--- config.mk ---
export PLATFORM = sky130hd
export DESIGN_NAME = pio_handshake_irq
export DESIGN_NICKNAME = d
export VERILOG_FILES = /design/src/rtl/pio_hs_pkg.sv /design/src/rtl/line_sync.sv /design/src/rtl/ctl_pair.sv /design/src/rtl/flag_bank.sv /design/src/rtl/pio_handshake_irq.sv
export SDC_FILE = /design/constraint.sdc
export NUM_CORES = 1
export LEC_CHECK = 0
export BUFFER_PORTS_ARGS = -buffer_cell sky130_fd_sc_hd__buf_4
export CORE_UTILIZATION = 25
export CTS_CLUSTER_SIZE = 28
export DETAILED_ROUTE_END_ITERATION = 10
export SYNTH_ARGS = -nofsm -noshare
export SYNTH_HDL_FRONTEND = slang
export SYNTH_SLANG_ARGS = --single-unit
--- constraint.sdc ---
create_clock -name clk -period 1.7 [get_ports clk]
set_input_delay 0.255 -clock clk [delete_from_list [all_inputs] [get_ports clk]]
set_output_delay 0.255 -clock clk [all_outputs]
set_load 0.1 [all_outputs]
--- src/rtl/pio_hs_pkg.sv ---
// Shared constants and types for the port control-line / interrupt unit.
// Assumes an 8-bit register bus and seven interrupt sources.
package pio_hs_pkg;
    localparam int DATA_W = 8;
    localparam int FLAG_W = 7;

    // Flag/enable bit positions
    localparam int F_CA2 = 0;
    localparam int F_CA1 = 1;
    localparam int F_SR  = 2;
    localparam int F_CB2 = 3;
    localparam int F_CB1 = 4;
    localparam int F_T2  = 5;
    localparam int F_T1  = 6;

    // Register addresses
    localparam logic [3:0] ADR_PB     = 4'h0;
    localparam logic [3:0] ADR_PA     = 4'h1;
    localparam logic [3:0] ADR_DIR_B  = 4'h2;
    localparam logic [3:0] ADR_DIR_A  = 4'h3;
    localparam logic [3:0] ADR_FLAG   = 4'hD;
    localparam logic [3:0] ADR_ENA    = 4'hE;
    localparam logic [3:0] ADR_PA_ALT = 4'hF;

    // Second control line operating modes (nibble bits 3:1)
    typedef enum logic [2:0] {
        L2_FALL_AUTO = 3'b000,
        L2_FALL_KEEP = 3'b001,
        L2_RISE_AUTO = 3'b010,
        L2_RISE_KEEP = 3'b011,
        L2_HANDSHAKE = 3'b100,
        L2_PULSE     = 3'b101,
        L2_FIX_LOW   = 3'b110,
        L2_FIX_HIGH  = 3'b111
    } line2_mode_e;
endpackage

--- src/rtl/line_sync.sv ---
// Synchronizer and change detector for one asynchronous control line.
// Assumes STAGES >= 2. All flops reset to RESET_LVL, so an idle-high line
// produces no change at reset release.
module line_sync #(
    parameter int   STAGES    = 2,
    parameter logic RESET_LVL = 1'b1
) (
    input  logic clk,
    input  logic rst_n,
    input  logic din,
    output logic level,
    output logic changed
);
    logic [STAGES-1:0] sync_q;
    logic              prev_q;

    // Shift the raw input through the synchronizer, remember last stable level
    always_ff @(posedge clk) begin
        if (!rst_n) begin
            sync_q <= {STAGES{RESET_LVL}};
            prev_q <= RESET_LVL;
        end else begin
            sync_q <= {sync_q[STAGES-2:0], din};
            prev_q <= sync_q[STAGES-1];
        end
    end

    assign level   = sync_q[STAGES-1];
    assign changed = level ^ prev_q;
endmodule

--- src/rtl/ctl_pair.sv ---
// Mode logic for one port's pair of control lines: flag set/clear requests
// and the second-line output in handshake, pulse and fixed-level modes.
// Assumes line levels/changes come already synchronized.
module ctl_pair
    import pio_hs_pkg::*;
(
    input  logic       clk,
    input  logic       rst_n,
    input  logic [3:0] nib,
    input  logic       l1_lvl,
    input  logic       l1_chg,
    input  logic       l2_lvl,
    input  logic       l2_chg,
    input  logic       port_rd,
    input  logic       port_wr,
    output logic       l1_set,
    output logic       l2_set,
    output logic       l1_clr,
    output logic       l2_clr,
    output logic       l2_out,
    output logic       l2_oe
);
    line2_mode_e mode;
    logic        port_acc;
    logic        hs_lvl_q;
    logic        pulse_low_q;

    assign mode     = line2_mode_e'(nib[3:1]);
    assign port_acc = port_rd | port_wr;

    // Edge requests: first line by polarity bit, second line only in input modes
    assign l1_set = l1_chg && (l1_lvl == nib[0]);
    assign l2_set = !nib[3] && l2_chg && (l2_lvl == nib[2]);

    // Clear requests from port accesses
    assign l1_clr = port_acc;
    assign l2_clr = port_rd | (port_wr && !(!nib[3] && nib[1]));

    // Handshake level: low on entry and on access, high on first-line change
    always_ff @(posedge clk) begin
        if (!rst_n)                      hs_lvl_q <= 1'b0;
        else if (mode != L2_HANDSHAKE)   hs_lvl_q <= 1'b0;
        else if (port_acc)               hs_lvl_q <= 1'b0;
        else if (l1_chg)                 hs_lvl_q <= 1'b1;
    end

    // Pulse state: low for the one cycle after an access
    always_ff @(posedge clk) begin
        if (!rst_n) pulse_low_q <= 1'b0;
        else        pulse_low_q <= (mode == L2_PULSE) && port_acc;
    end

    // Output level selection per mode
    always_comb begin
        case (mode)
            L2_HANDSHAKE: l2_out = hs_lvl_q;
            L2_PULSE:     l2_out = !pulse_low_q;
            L2_FIX_LOW:   l2_out = 1'b0;
            default:      l2_out = 1'b1;
        endcase
    end

    assign l2_oe = nib[3];

    assert_pulse_low_R5: assert property (@(posedge clk) disable iff (!rst_n)
        (mode == L2_PULSE && port_acc) |=> !l2_out);

    assert_pulse_high_R5: assert property (@(posedge clk) disable iff (!rst_n)
        (mode == L2_PULSE && !port_acc) |=> (l2_out || mode != L2_PULSE));

    assert_hs_low_R4: assert property (@(posedge clk) disable iff (!rst_n)
        (mode == L2_HANDSHAKE && port_acc) |=> (!l2_out || mode != L2_HANDSHAKE));
endmodule

--- src/rtl/flag_bank.sv ---
// Interrupt flag and enable registers with the combined request line.
// Assumes set and clear vectors are one-cycle requests; set wins over clear.
module flag_bank
    import pio_hs_pkg::*;
(
    input  logic              clk,
    input  logic              rst_n,
    input  logic [FLAG_W-1:0] set_vec,
    input  logic [FLAG_W-1:0] clr_vec,
    input  logic              en_wr,
    input  logic [DATA_W-1:0] en_data,
    output logic [FLAG_W-1:0] flags,
    output logic [FLAG_W-1:0] enables,
    output logic              irq
);
    // Flag update: clear requested bits, then apply set requests
    always_ff @(posedge clk) begin
        if (!rst_n) flags <= '0;
        else        flags <= (flags & ~clr_vec) | set_vec;
    end

    // Enable update: top data bit chooses set or clear of the named bits
    always_ff @(posedge clk) begin
        if (!rst_n)
            enables <= '0;
        else if (en_wr) begin
            if (en_data[DATA_W-1]) enables <= enables | en_data[FLAG_W-1:0];
            else                   enables <= enables & ~en_data[FLAG_W-1:0];
        end
    end

    assign irq = |(flags & enables);

    assert_flag_clear_R8: assert property (@(posedge clk) disable iff (!rst_n)
        (&clr_vec && set_vec == '0) |=> !irq);

    assert_en_set_R9: assert property (@(posedge clk) disable iff (!rst_n)
        (en_wr && en_data[DATA_W-1]) |=>
        ((enables & $past(en_data[FLAG_W-1:0])) == $past(en_data[FLAG_W-1:0])));

    assert_en_clr_R9: assert property (@(posedge clk) disable iff (!rst_n)
        (en_wr && !en_data[DATA_W-1]) |=>
        ((enables & $past(en_data[FLAG_W-1:0])) == '0));
endmodule

--- src/rtl/pio_handshake_irq.sv ---
// Top of the port control-line / interrupt unit: register decode, port
// latches and directions, read mixing, two control-line pairs, flag bank.
// Assumes one-cycle access strobes; read data is combinational.
module pio_handshake_irq
    import pio_hs_pkg::*;
#(
    parameter int SYNC_STAGES = 2
) (
    input  logic              clk,
    input  logic              rst_n,
    input  logic              acc_en,
    input  logic              acc_wr,
    input  logic [3:0]        acc_addr,
    input  logic [DATA_W-1:0] acc_wdata,
    output logic [DATA_W-1:0] acc_rdata,
    input  logic [DATA_W-1:0] ctl_byte,
    input  logic [DATA_W-1:0] pa_pins,
    input  logic [DATA_W-1:0] pb_pins,
    output logic [DATA_W-1:0] pa_latch,
    output logic [DATA_W-1:0] pa_dir,
    output logic [DATA_W-1:0] pb_latch,
    output logic [DATA_W-1:0] pb_dir,
    input  logic              ca1_in,
    input  logic              ca2_in,
    input  logic              cb1_in,
    input  logic              cb2_in,
    output logic              ca2_out,
    output logic              ca2_oe,
    output logic              cb2_out,
    output logic              cb2_oe,
    input  logic              t1_set,
    input  logic              t2_set,
    input  logic              sr_set,
    output logic              irq
);
    localparam int NPORT = 2;

    logic              wr_hit, rd_hit, sel_pa, sel_pb;
    logic [NPORT-1:0]  port_rd, port_wr;
    logic [NPORT-1:0]  l1_raw, l2_raw, l1_lvl, l1_chg, l2_lvl, l2_chg;
    logic [NPORT-1:0]  l1_set, l2_set, l1_clr, l2_clr, l2_out, l2_oe;
    logic [FLAG_W-1:0] set_vec, clr_vec, flags, enables;
    logic [DATA_W-1:0] pa_mix, pb_mix;

    assign wr_hit  = acc_en &  acc_wr;
    assign rd_hit  = acc_en & ~acc_wr;
    assign sel_pa  = (acc_addr == ADR_PA) || (acc_addr == ADR_PA_ALT);
    assign sel_pb  = (acc_addr == ADR_PB);
    assign port_rd = {rd_hit & sel_pb, rd_hit & sel_pa};
    assign port_wr = {wr_hit & sel_pb, wr_hit & sel_pa};
    assign l1_raw  = {cb1_in, ca1_in};
    assign l2_raw  = {cb2_in, ca2_in};

    // Port latches and direction registers
    always_ff @(posedge clk) begin
        if (!rst_n) begin
            pa_latch <= '0;
            pb_latch <= '0;
            pa_dir   <= '0;
            pb_dir   <= '0;
        end else if (wr_hit) begin
            if (sel_pa)                 pa_latch <= acc_wdata;
            if (sel_pb)                 pb_latch <= acc_wdata;
            if (acc_addr == ADR_DIR_A)  pa_dir   <= acc_wdata;
            if (acc_addr == ADR_DIR_B)  pb_dir   <= acc_wdata;
        end
    end

    // One synchronizer pair and one mode block per port (index 0 = A)
    for (genvar g = 0; g < NPORT; g++) begin : g_port
        line_sync #(.STAGES(SYNC_STAGES), .RESET_LVL(1'b1)) u_sync1 (
            .clk(clk), .rst_n(rst_n), .din(l1_raw[g]),
            .level(l1_lvl[g]), .changed(l1_chg[g]));
        line_sync #(.STAGES(SYNC_STAGES), .RESET_LVL(1'b1)) u_sync2 (
            .clk(clk), .rst_n(rst_n), .din(l2_raw[g]),
            .level(l2_lvl[g]), .changed(l2_chg[g]));
        ctl_pair u_pair (
            .clk(clk), .rst_n(rst_n), .nib(ctl_byte[4*g +: 4]),
            .l1_lvl(l1_lvl[g]), .l1_chg(l1_chg[g]),
            .l2_lvl(l2_lvl[g]), .l2_chg(l2_chg[g]),
            .port_rd(port_rd[g]), .port_wr(port_wr[g]),
            .l1_set(l1_set[g]), .l2_set(l2_set[g]),
            .l1_clr(l1_clr[g]), .l2_clr(l2_clr[g]),
            .l2_out(l2_out[g]), .l2_oe(l2_oe[g]));
    end

    assign ca2_out = l2_out[0];
    assign ca2_oe  = l2_oe[0];
    assign cb2_out = l2_out[1];
    assign cb2_oe  = l2_oe[1];

    // Gather set requests into flag positions
    always_comb begin
        set_vec        = '0;
        set_vec[F_CA2] = l2_set[0];
        set_vec[F_CA1] = l1_set[0];
        set_vec[F_CB2] = l2_set[1];
        set_vec[F_CB1] = l1_set[1];
        set_vec[F_SR]  = sr_set;
        set_vec[F_T2]  = t2_set;
        set_vec[F_T1]  = t1_set;
    end

    // Gather clear requests: port accesses plus direct flag-register writes
    always_comb begin
        clr_vec        = '0;
        clr_vec[F_CA2] = l2_clr[0];
        clr_vec[F_CA1] = l1_clr[0];
        clr_vec[F_CB2] = l2_clr[1];
        clr_vec[F_CB1] = l1_clr[1];
        if (wr_hit && acc_addr == ADR_FLAG)
            clr_vec = clr_vec | acc_wdata[FLAG_W-1:0];
    end

    flag_bank u_flags (
        .clk(clk), .rst_n(rst_n),
        .set_vec(set_vec), .clr_vec(clr_vec),
        .en_wr(wr_hit && acc_addr == ADR_ENA), .en_data(acc_wdata),
        .flags(flags), .enables(enables), .irq(irq));

    assign pa_mix = (pa_pins & ~pa_dir) | (pa_latch & pa_dir);
    assign pb_mix = (pb_pins & ~pb_dir) | (pb_latch & pb_dir);

    // Read data selection
    always_comb begin
        case (acc_addr)
            ADR_PB:     acc_rdata = pb_mix;
            ADR_PA:     acc_rdata = pa_mix;
            ADR_PA_ALT: acc_rdata = pa_mix;
            ADR_DIR_B:  acc_rdata = pb_dir;
            ADR_DIR_A:  acc_rdata = pa_dir;
            ADR_FLAG:   acc_rdata = {irq, flags};
            ADR_ENA:    acc_rdata = {1'b1, enables};
            default:    acc_rdata = '0;
        endcase
    end

    assert_dir_write_R7: assert property (@(posedge clk) disable iff (!rst_n)
        (wr_hit && acc_addr == ADR_DIR_A) |=> (pa_dir == $past(acc_wdata)));
endmodule

=== After elaboration in Yosys (flattened, before gate mapping) ===
Index checks and enable logic that the tools add are counted.

* Eq/ne operators: 18
* Muxes and demuxes: 5
* Bitwise gates (word level): 32
* Reduce and logical (&&, ||, !) cells: 30

{| class="wikitable"
|+ Operators by type and width
! operator !! count
|-
| 8-bit one-hot mux with 6 select lines || 1
|-
| 8-bit bitwise AND || 4
|-
| 7-bit bitwise AND || 3
|-
| 3-bit equality test, second input constant || 6
|-
| 8-bit NOT || 2
|-
| 8-bit OR || 2
|-
| 1-bit logical AND || 14
|-
| 7-bit 2-to-1 mux || 2
|-
| 7-bit NOT || 2
|-
| 7-bit OR || 2
|-
| 4-bit equality test, second input constant || 3
|-
| 4-bit by 2-bit equality test with 1-bit output, second input constant || 2
|-
| 2-bit AND reduction || 4
|-
| 5-bit by 7-bit OR with 7-bit output || 1
|-
| 7-bit OR reduction || 1
|-
| 1-bit bitwise AND || 6
|-
| 1-bit zero test || 6
|-
| 3-bit != test, second input constant || 2
|-
| 1-bit one-hot mux with 3 select lines || 2
|-
| 3-bit OR reduction || 2
|-
| 1-bit equality test || 4
|-
| 4-bit by 1-bit equality test with 1-bit output, second input constant || 1
|-
| 4-bit zero test || 1
|-
| 1-bit OR || 4
|-
| 4 further kinds || 8
|}

* Bits in registers: 62
* Output and inout port bits: 45
* Logic and storage cells: 103

=== Depth between registers and ports, before layout ===
Gate-level depths: netlist of the first run.

* Depth after elaboration: 10
* Mapped depth: 7

=== Modules after synthesis ===
Synthesis of the first run repeated with hierarchy kept, for this count alone.

* Cells, all modules: 330
* Area, all modules: 3,156.8 um^2

{| class="wikitable"
|+ By module, submodules not included
! module !! instances !! cells an instance !! area an instance (um^2) !! seq. area each (um^2)
|-
| pio_handshake_irq || 1 || 210 || 1,908.1 || 640.6
|-
| flag_bank || 1 || 56 || 578.1 || 280.3
|-
| line_sync || 4 || 7 || 87.6 || 60.1
|-
| ctl_pair || 2 || 18 || 160.2 || 40.0
|}

=== Worst setup path before layout of the first run ===
OpenSTA, ideal clock, no wires.

* Kind: register to output
* Start: register g_port[0].u_pair.hs_lvl_q
* End: output port ca2_out
* Arrival: 3.840 ns
* Data required time: 1.445 ns
* Path slack: -2.395 ns
* Cell stages (with the launch flop): 3
* Cells stage by stage: dfxtp_1 inv_1 o311ai_0

* Longest elaborated chain between the ends: 1

{| class="wikitable"
|+ Ends and longest elaborated chain
! item !! RTL line !! source
|-
| from (decl) || ctl_pair.sv:25 || <nowiki>logic hs_lvl_q;</nowiki>
|-
| from (signal assigned) || ctl_pair.sv:41 || <nowiki>if (!rst_n) hs_lvl_q <= 1'b0;</nowiki>
|-
| from (signal assigned) || ctl_pair.sv:42 || <nowiki>else if (mode != L2_HANDSHAKE) hs_lvl_q <= 1'b0;</nowiki>
|-
| from (signal assigned) || ctl_pair.sv:43 || <nowiki>else if (port_acc) hs_lvl_q <= 1'b0;</nowiki>
|-
| 1-bit one-hot mux with 3 select lines || ctl_pair.sv:55 || <nowiki>case (mode)</nowiki>
|-
| to (decl) || pio_handshake_irq.sv:27 || <nowiki>output logic ca2_out,</nowiki>
|}

Every way passes these cells.

==> impl_results.md, run 1 <==
- CP Data Required Time: 1.44 ns
- Hold Path Cell Cnt: 2
- Clk root buf: clkbuf_16
- Clk Latency, worst-skew pair: approximately 0.32 ns
- Failing checks: negative setup slack
- Synth Area in Simple Gates: between 20% and 30%
- Final WL: between 9000 and 10000 µm
- Die H: about 110 µm
- Crit path launch type: register
- Post-synthesis sequential area ratio: slightly above 40%
- Mux share of post-synthesis cell area: between 15 and 20%
- Worst-case reg-to-reg path depth: 4
- H-tree level count: 3
- Vias in the first global route: approximately 3000
- Final Cycle Share: 121%
- Post-synth ARST share: 0%
- Worst-margin pin slew: 0.457 ns
- Synth warnings: 0
- Avg Cell Area, Syn: a little over 9 µm²
- Largest net degree at the start of global routing: 28
- Share of the synthesized area in the top cell type: roughly 41%
- Combinational Power Share: approximately 17%
- Cells after Synth: about 330
- Count leader, synth: dfxtp_1
- Fmax: roughly 490 MHz
- Dpl cell area: 4300 µm²
- Synth Area in Compound Gates: 13.5%
- Final setup fails: 8
- Slowest stage delay, CP: around 0.37 ns
- Initial DRC count: 132
- First-pass GRT wire length: between 15000 and 20000 µm
- Final Max Tran Viols: 0
- RSZ-0062 raised after global routing: yes
- Yosys cell types: 40
- Cell accounting for the most synthesized area: dfxtp_1
- Total stage count of the critical path: 6
- Critical path arrival: about 1.8 ns
- Longest Clk Path Bufs: 2
- # port buffers: 91
- Most area-consuming cells after synthesis: dfxtp_1 (41%), mux2i_1 (12%), nor2b_1 (7.0%), mux2_2 (5.5%), nand2_1 (4.2%)
- Critical-path cell list: a222oi_1 > buf_4 > nand3_4 > a22oi_2 > nand3_4 > buf_8
- Max_slew headroom: a little over two thirds
- Fin util: between 40% and 50%
- P_int: between 2 and 3 mW
- Ys flop type: dfxtp_1
- WP buf/inv: 2
- Most used cell, CP: nand3_4
- Switching power: approximately 1.0 mW
- Starting Density: between 20% and 30%
- Mapped Nets: about 370
- Status: finished with violations
- Share of layout cells above drive strength 1: 51.8%
- Crit-path leading delay family: compound AO/OA/AOI/OAI gates
- Worst-path maximum fanout: 2
- Layout net count: between 500 and 600
- Post-Synth XOR/XNOR Area: less than 1%
- Dpl ws: -0.238 ns
- ANT nets after route: 0
- Worst setup path class: register to output pin
- Max_cap viols: 0
- Die Area: between 10000 and 15000 µm²
- Main combinational cell family by area after synthesis: simple AND/OR/NAND/NOR gates
- Hold WC Path Type: input port to register
- WL/cell: approximately 16 µm
- Design Area, Final: 5010 µm²
- Most frequent cells after synthesis: dfxtp_1 (62), mux2i_1 (38), nand2_1 (34), nor2b_1 (34), mux2_2 (15)
- CP max-delay cell: a222oi_1
- Multi-input gate area: roughly 1900 µm²
- EDFF count, synth: 0
- Power Density: roughly 750 nW/µm²
- Residual DRC: 0
- Setup TNS: -0.889 ns
- IO Count: 92
- Worst vdd ir: approximately 0.43 mV
- Die span in x: 112 µm
- TritonCTS buffer count: 9
- Setup slack after layout: -0.349 ns
- Fill cell count: approximately 1100
- Core ar.: 11700 µm²
- Vias/cell: ~4.7
- CTS tree: yes
- Reg power frac: 39.3%
- Core Rows: 39
- GRT Total Usage: about 16%
- Post-Synth Adder-Cell Area: 0%
- Vias: ~2900
- TritonRoute pass-1 iters: 4
- Hold-fix buffers, CTS: 0
- LEAKAGE: about 2.1 nW
- Clock transition at the registers of the reported paths: about 0.060 ns
- Seq. cell area: 1310 µm²
- Num Clock Sinks: 62
- Synthesis-stage register bit count: 62
- Worst Skew: slightly above 0.008 ns
- Endpoint class of the critical path: output pin
- Initial antenna violation count: 0
- Sw Ratio: ~28%
- Ant. Diodes: 0
- Grt ovf: 0
- DP Wirelength: approximately 6800 µm
- GPL Wtd Cong: between 0.7 and 0.8
- Layout area overhead: 64.4%
- Cell Area, Synth: 3050 µm²
- Clock power frac: ~44%
- Hold Violations, Final: 0
- Tmin final: a little over 2 ns
## cell usage in the layout (no fill, tap or decap), types with 3 or more instances in the layout
| master | netlist | final |
|---|---|---|
| mux2_2 | 15 | 7 |
| buf_6 | 2 | 10 |
| a22oi_2 | 0 | 8 |
| nor3_1 | 4 | 4 |
| dfxtp_4 | 0 | 13 |
| a21oi_1 | 4 | 3 |
| dfxtp_1 | 62 | 30 |
| nand3_1 | 11 | 9 |
| nand2_1 | 34 | 27 |
| nand2b_1 | 12 | 12 |
| clkbuf_16 | 0 | 9 |
| buf_4 | 3 | 122 |
| nand2_4 | 0 | 6 |
| and2_1 | 4 | 4 |
| a21boi_0 | 12 | 12 |
| and3_1 | 3 | 3 |
| inv_1 | 7 | 7 |
| o21ai_0 | 7 | 7 |
| buf_12 | 0 | 11 |
| o21a_1 | 3 | 3 |
| mux2_4 | 0 | 8 |
| buf_8 | 0 | 3 |
| nor2_1 | 11 | 9 |
| dfxtp_2 | 0 | 19 |
| nor3b_1 | 6 | 6 |
| a221oi_4 | 0 | 3 |
| nor2b_1 | 34 | 34 |
| mux2i_1 | 38 | 38 |
## through the flow
step	instances	power, mW	hold slack, ns
CTS	609	3.82	0.0972
global route	610	3.92	0.104
finish	610	3.78	0.112
global placement	578	2.07	0.388
detailed placement	578	2.08	0.395
floorplan	327	1.86	0.334
## worst register-to-register path, stage by stage (launching register included)
cell     delay, ns
dfxtp_1       0.31
nor3b_1       0.21
a21oi_1       0.06
nor3b_1       0.30
a41o_1        0.14
## final timing paths
check                                          from                                     end  slack [ns]
max reg2reg  g_port[0].u_sync2.sync_q[1]$_SDFF_PN1_             u_flags.flags[0]$_SDFF_PN0_        0.63
min                                          cb2_in  g_port[1].u_sync2.sync_q[0]$_SDFF_PN1_        0.11
min reg2reg  g_port[1].u_sync2.sync_q[0]$_SDFF_PN1_  g_port[1].u_sync2.sync_q[1]$_SDFF_PN1_        0.41
max                                        register                            acc_rdata[7]       -0.35
## logic make-up (layout without fill, tap and decap cells)
group	count (synthesis)	in the layout
buf+inv	29	169
mux	53	53
xor+xnor	2	2
simple gates	127	127
compound gates	54	54
flops	62	62
## area by class of cell
type,instances,area share (%)
multi-input cells,236,38.5
clock inverters,7,0.948
repair buffers,146,25.8
clock buffers,9,4.49
inverters,7,0.524
flip-flops and latches,62,26.2
well taps,143,3.57
## routing by layer
layer  wire [µm]  global-route usage, %  up-vias
li1            -                      -     1419
met1        4420                   20.1     1381
met2        4620                   26.1       78
met3         396                   3.35       10
met4         155                   5.24        0
met5           0                      0        -
## repair_timing
action / CTS / global route
buffers inserted: 16 / 3
setup endpoints to repair: 9 / 9
gates resized for setup: 62 / 9
pin swaps: 15 / 5
## power groups by stage
stage	clock, mW	sequential [mW]	combinational, mW
finish	1.65	1.49	0.640
global route	1.76	1.49	0.676
CTS	1.70	1.49	0.632
detailed placement	0	1.52	0.561
global placement	0	1.51	0.555
floorplan	0	1.56	0.298
(Power assumes the default switching activity.)
==> run 2: changes to the inputs <==
--- a/config.mk
+++ b/config.mk
@@ -9,6 +9,8 @@
 export CORE_UTILIZATION = 25
 export CTS_CLUSTER_SIZE = 28
 export DETAILED_ROUTE_END_ITERATION = 10
+export HOLD_SLACK_MARGIN = 0.03
+export RECOVER_POWER = 25
 export SYNTH_ARGS = -nofsm -noshare
 export SYNTH_HDL_FRONTEND = slang
 export SYNTH_SLANG_ARGS = --single-unit
==> run 2 against run 1 <==
Compared with the run above: the run still ends with negative setup slack left; register-to-register slack hardly changed; clock skew about the same; final area down 0.40%; clock power is essentially flat.
==> impl_results.md, run 2 (synthesis results as in run 1) <==
- Residual DRC: 0
- Seq. cell area: ~1300 µm²
- WP buf/inv: 2
- Setup slack after layout: -0.346 ns
- LEAKAGE: ~2.1 nW
- DP Wirelength: between 6000 and 7000 µm
- Fin util: 42.8%
- Final setup fails: 8
- H-tree level count: 3
- Multi-input gate area: 1930 µm²
- Ant. Diodes: 0
- Crit-path leading delay family: compound AO/OA/AOI/OAI gates
- Commonest non-fill, non-tap cells in the layout: buf_4 (115), mux2i_1 (38), nor2b_1 (34)
- Hold WC Path Type: input port to register
- Commonest non-fill, non-tap cell in the layout: buf_4
- CTS tree: yes
- Slowest stage delay, CP: between 0.3 and 0.4 ns
- Worst-path maximum fanout: 2
- Placed cells: 578
- Grt ovf: 0
- Largest net degree at the start of global routing: 28
- Fmax: 489 MHz
- Layout net count: about 510
- Critical-path cell list: a222oi_1 > buf_4 > nand3_4 > a22oi_2 > nand3_4 > buf_8
- Num Clock Sinks: 62
- GPL Wtd Cong: 0.770
- ANT nets after route: 0
- Fill cell count: ~1100
- Worst vdd ir: around 0.44 mV
- TritonRoute pass-1 iters: 4
- Combinational Power Share: between 15 and 20%
- Hold Violations, Final: 0
- Dpl cell area: about 4300 µm²
- P_int: 2.73 mW
- GRT Total Usage: 15.7%
- Failing checks: negative setup slack
- Sw Ratio: 27.8%
- Status: finished with violations
- Vias/cell: 4.72
- Starting Density: 26.2%
- Max_cap viols: 0
- Clk root buf: clkbuf_16
- TritonCTS buffer count: 9
- Reg power frac: around two fifths
- Critical path arrival: 1.79 ns
- Worst-margin pin slew: 0.775 ns
- Die Area: ~13000 µm²
- Switching power: 1.05 mW
- Die H: ~110 µm
- Clock power frac: around 44%
- Initial antenna violation count: 0
- Worst setup path class: register to output pin
- # port buffers: 91
- CP Data Required Time: 1.44 ns
- IO Count: roughly 90
- Final Max Tran Viols: 0
- RSZ-0062 raised after global routing: yes
- Clk Latency, worst-skew pair: about 0.32 ns
- Clock transition at the registers of the reported paths: 0.06 ns
- Non-Filler Instances: between 600 and 700
- Vias in the first global route: approximately 3000
- Longest Clk Path Bufs: 2
- Most used cell, CP: nand3_4
- Worst Skew: 0.00853 ns
- Final WL: 9540 µm
- WL/cell: roughly 16 µm
- CP max-delay cell: a222oi_1
- First-pass GRT wire length: ~16000 µm
- Total Power: ~3.8 mW
- WHS: 0.112 ns
- Core Rows: 39
- Core ar.: between 10000 and 15000 µm²
- Endpoint class of the critical path: output pin
- Vias: slightly below 3000
- Share of layout cells above drive strength 1: between 50 and 60%
- Design Area, Final: around 5000 µm²
- Power Density: ~760 nW/µm²
- Crit path launch type: register
- Tmin final: between 2 and 2.5 ns
- Initial DRC count: between 100 and 150
- Final Cycle Share: 120%
- Max_slew headroom: 48.3%
- Layout area overhead: 63.7%
- Die span in x: around 110 µm
-- run 2: worst paths after layout --
kind                                               start                                     end  slack, ns  depth (start not counted)
setup reg to reg  g_port[0].u_sync2.sync_q[1]$_SDFF_PN1_             u_flags.flags[0]$_SDFF_PN0_       0.63                          4
setup / recovery                                register                            acc_rdata[7]      -0.35                          6
hold reg to reg   g_port[1].u_sync2.sync_q[0]$_SDFF_PN1_  g_port[1].u_sync2.sync_q[1]$_SDFF_PN1_       0.41                          1
hold / removal                                    cb2_in  g_port[1].u_sync2.sync_q[0]$_SDFF_PN1_       0.11                          2
-- run 2: timing repair --
action	4_1_cts	5_1_grt
pin swaps	15	5
setup buffers	16	3
cloned	0	0
resized for setup	62	9
hold buffers	0	0
endpoints found under the setup margin	9	9
-- run 2: cell type report --
cell class / count / area share, %
clock inverter: 7 / 0.952
sequential: 62 / 26.3
timing repair buffer: 146 / 25.5
clock buffer: 9 / 4.51
multi-input combinational: 236 / 38.6
inverter: 7 / 0.526
tap: 143 / 3.58
-- run 2: per-layer routing --
layer	up-vias	track usage [%]	routed length (µm)
met5	-	0	0
met4	0	5.24	119
met3	8	3.35	327
met2	66	26.1	4680
met1	1390	20.1	4420
li1	1417	-	-
-- run 2: power by group through the flow --
| stage | Combinational [mW] | Sequential [mW] | Clock [mW] |
|---|---|---|---|
| after floorplan | 0.298 | 1.56 | 0 |
| after global placement | 0.555 | 1.51 | 0 |
| after detailed placement | 0.561 | 1.52 | 0 |
| after CTS | 0.632 | 1.49 | 1.70 |
| after global routing | 0.672 | 1.49 | 1.76 |
| final | 0.635 | 1.49 | 1.66 |
-- run 2: per-stage QoR --
stage	setup TNS (ns)	setup slack, ns
floorplan	-1.42	-0.453
global placement	-2.53	-0.219
detailed placement	-2.81	-0.238
CTS	-0.833	-0.360
global route	-1.25	-0.424
finish	-0.884	-0.346
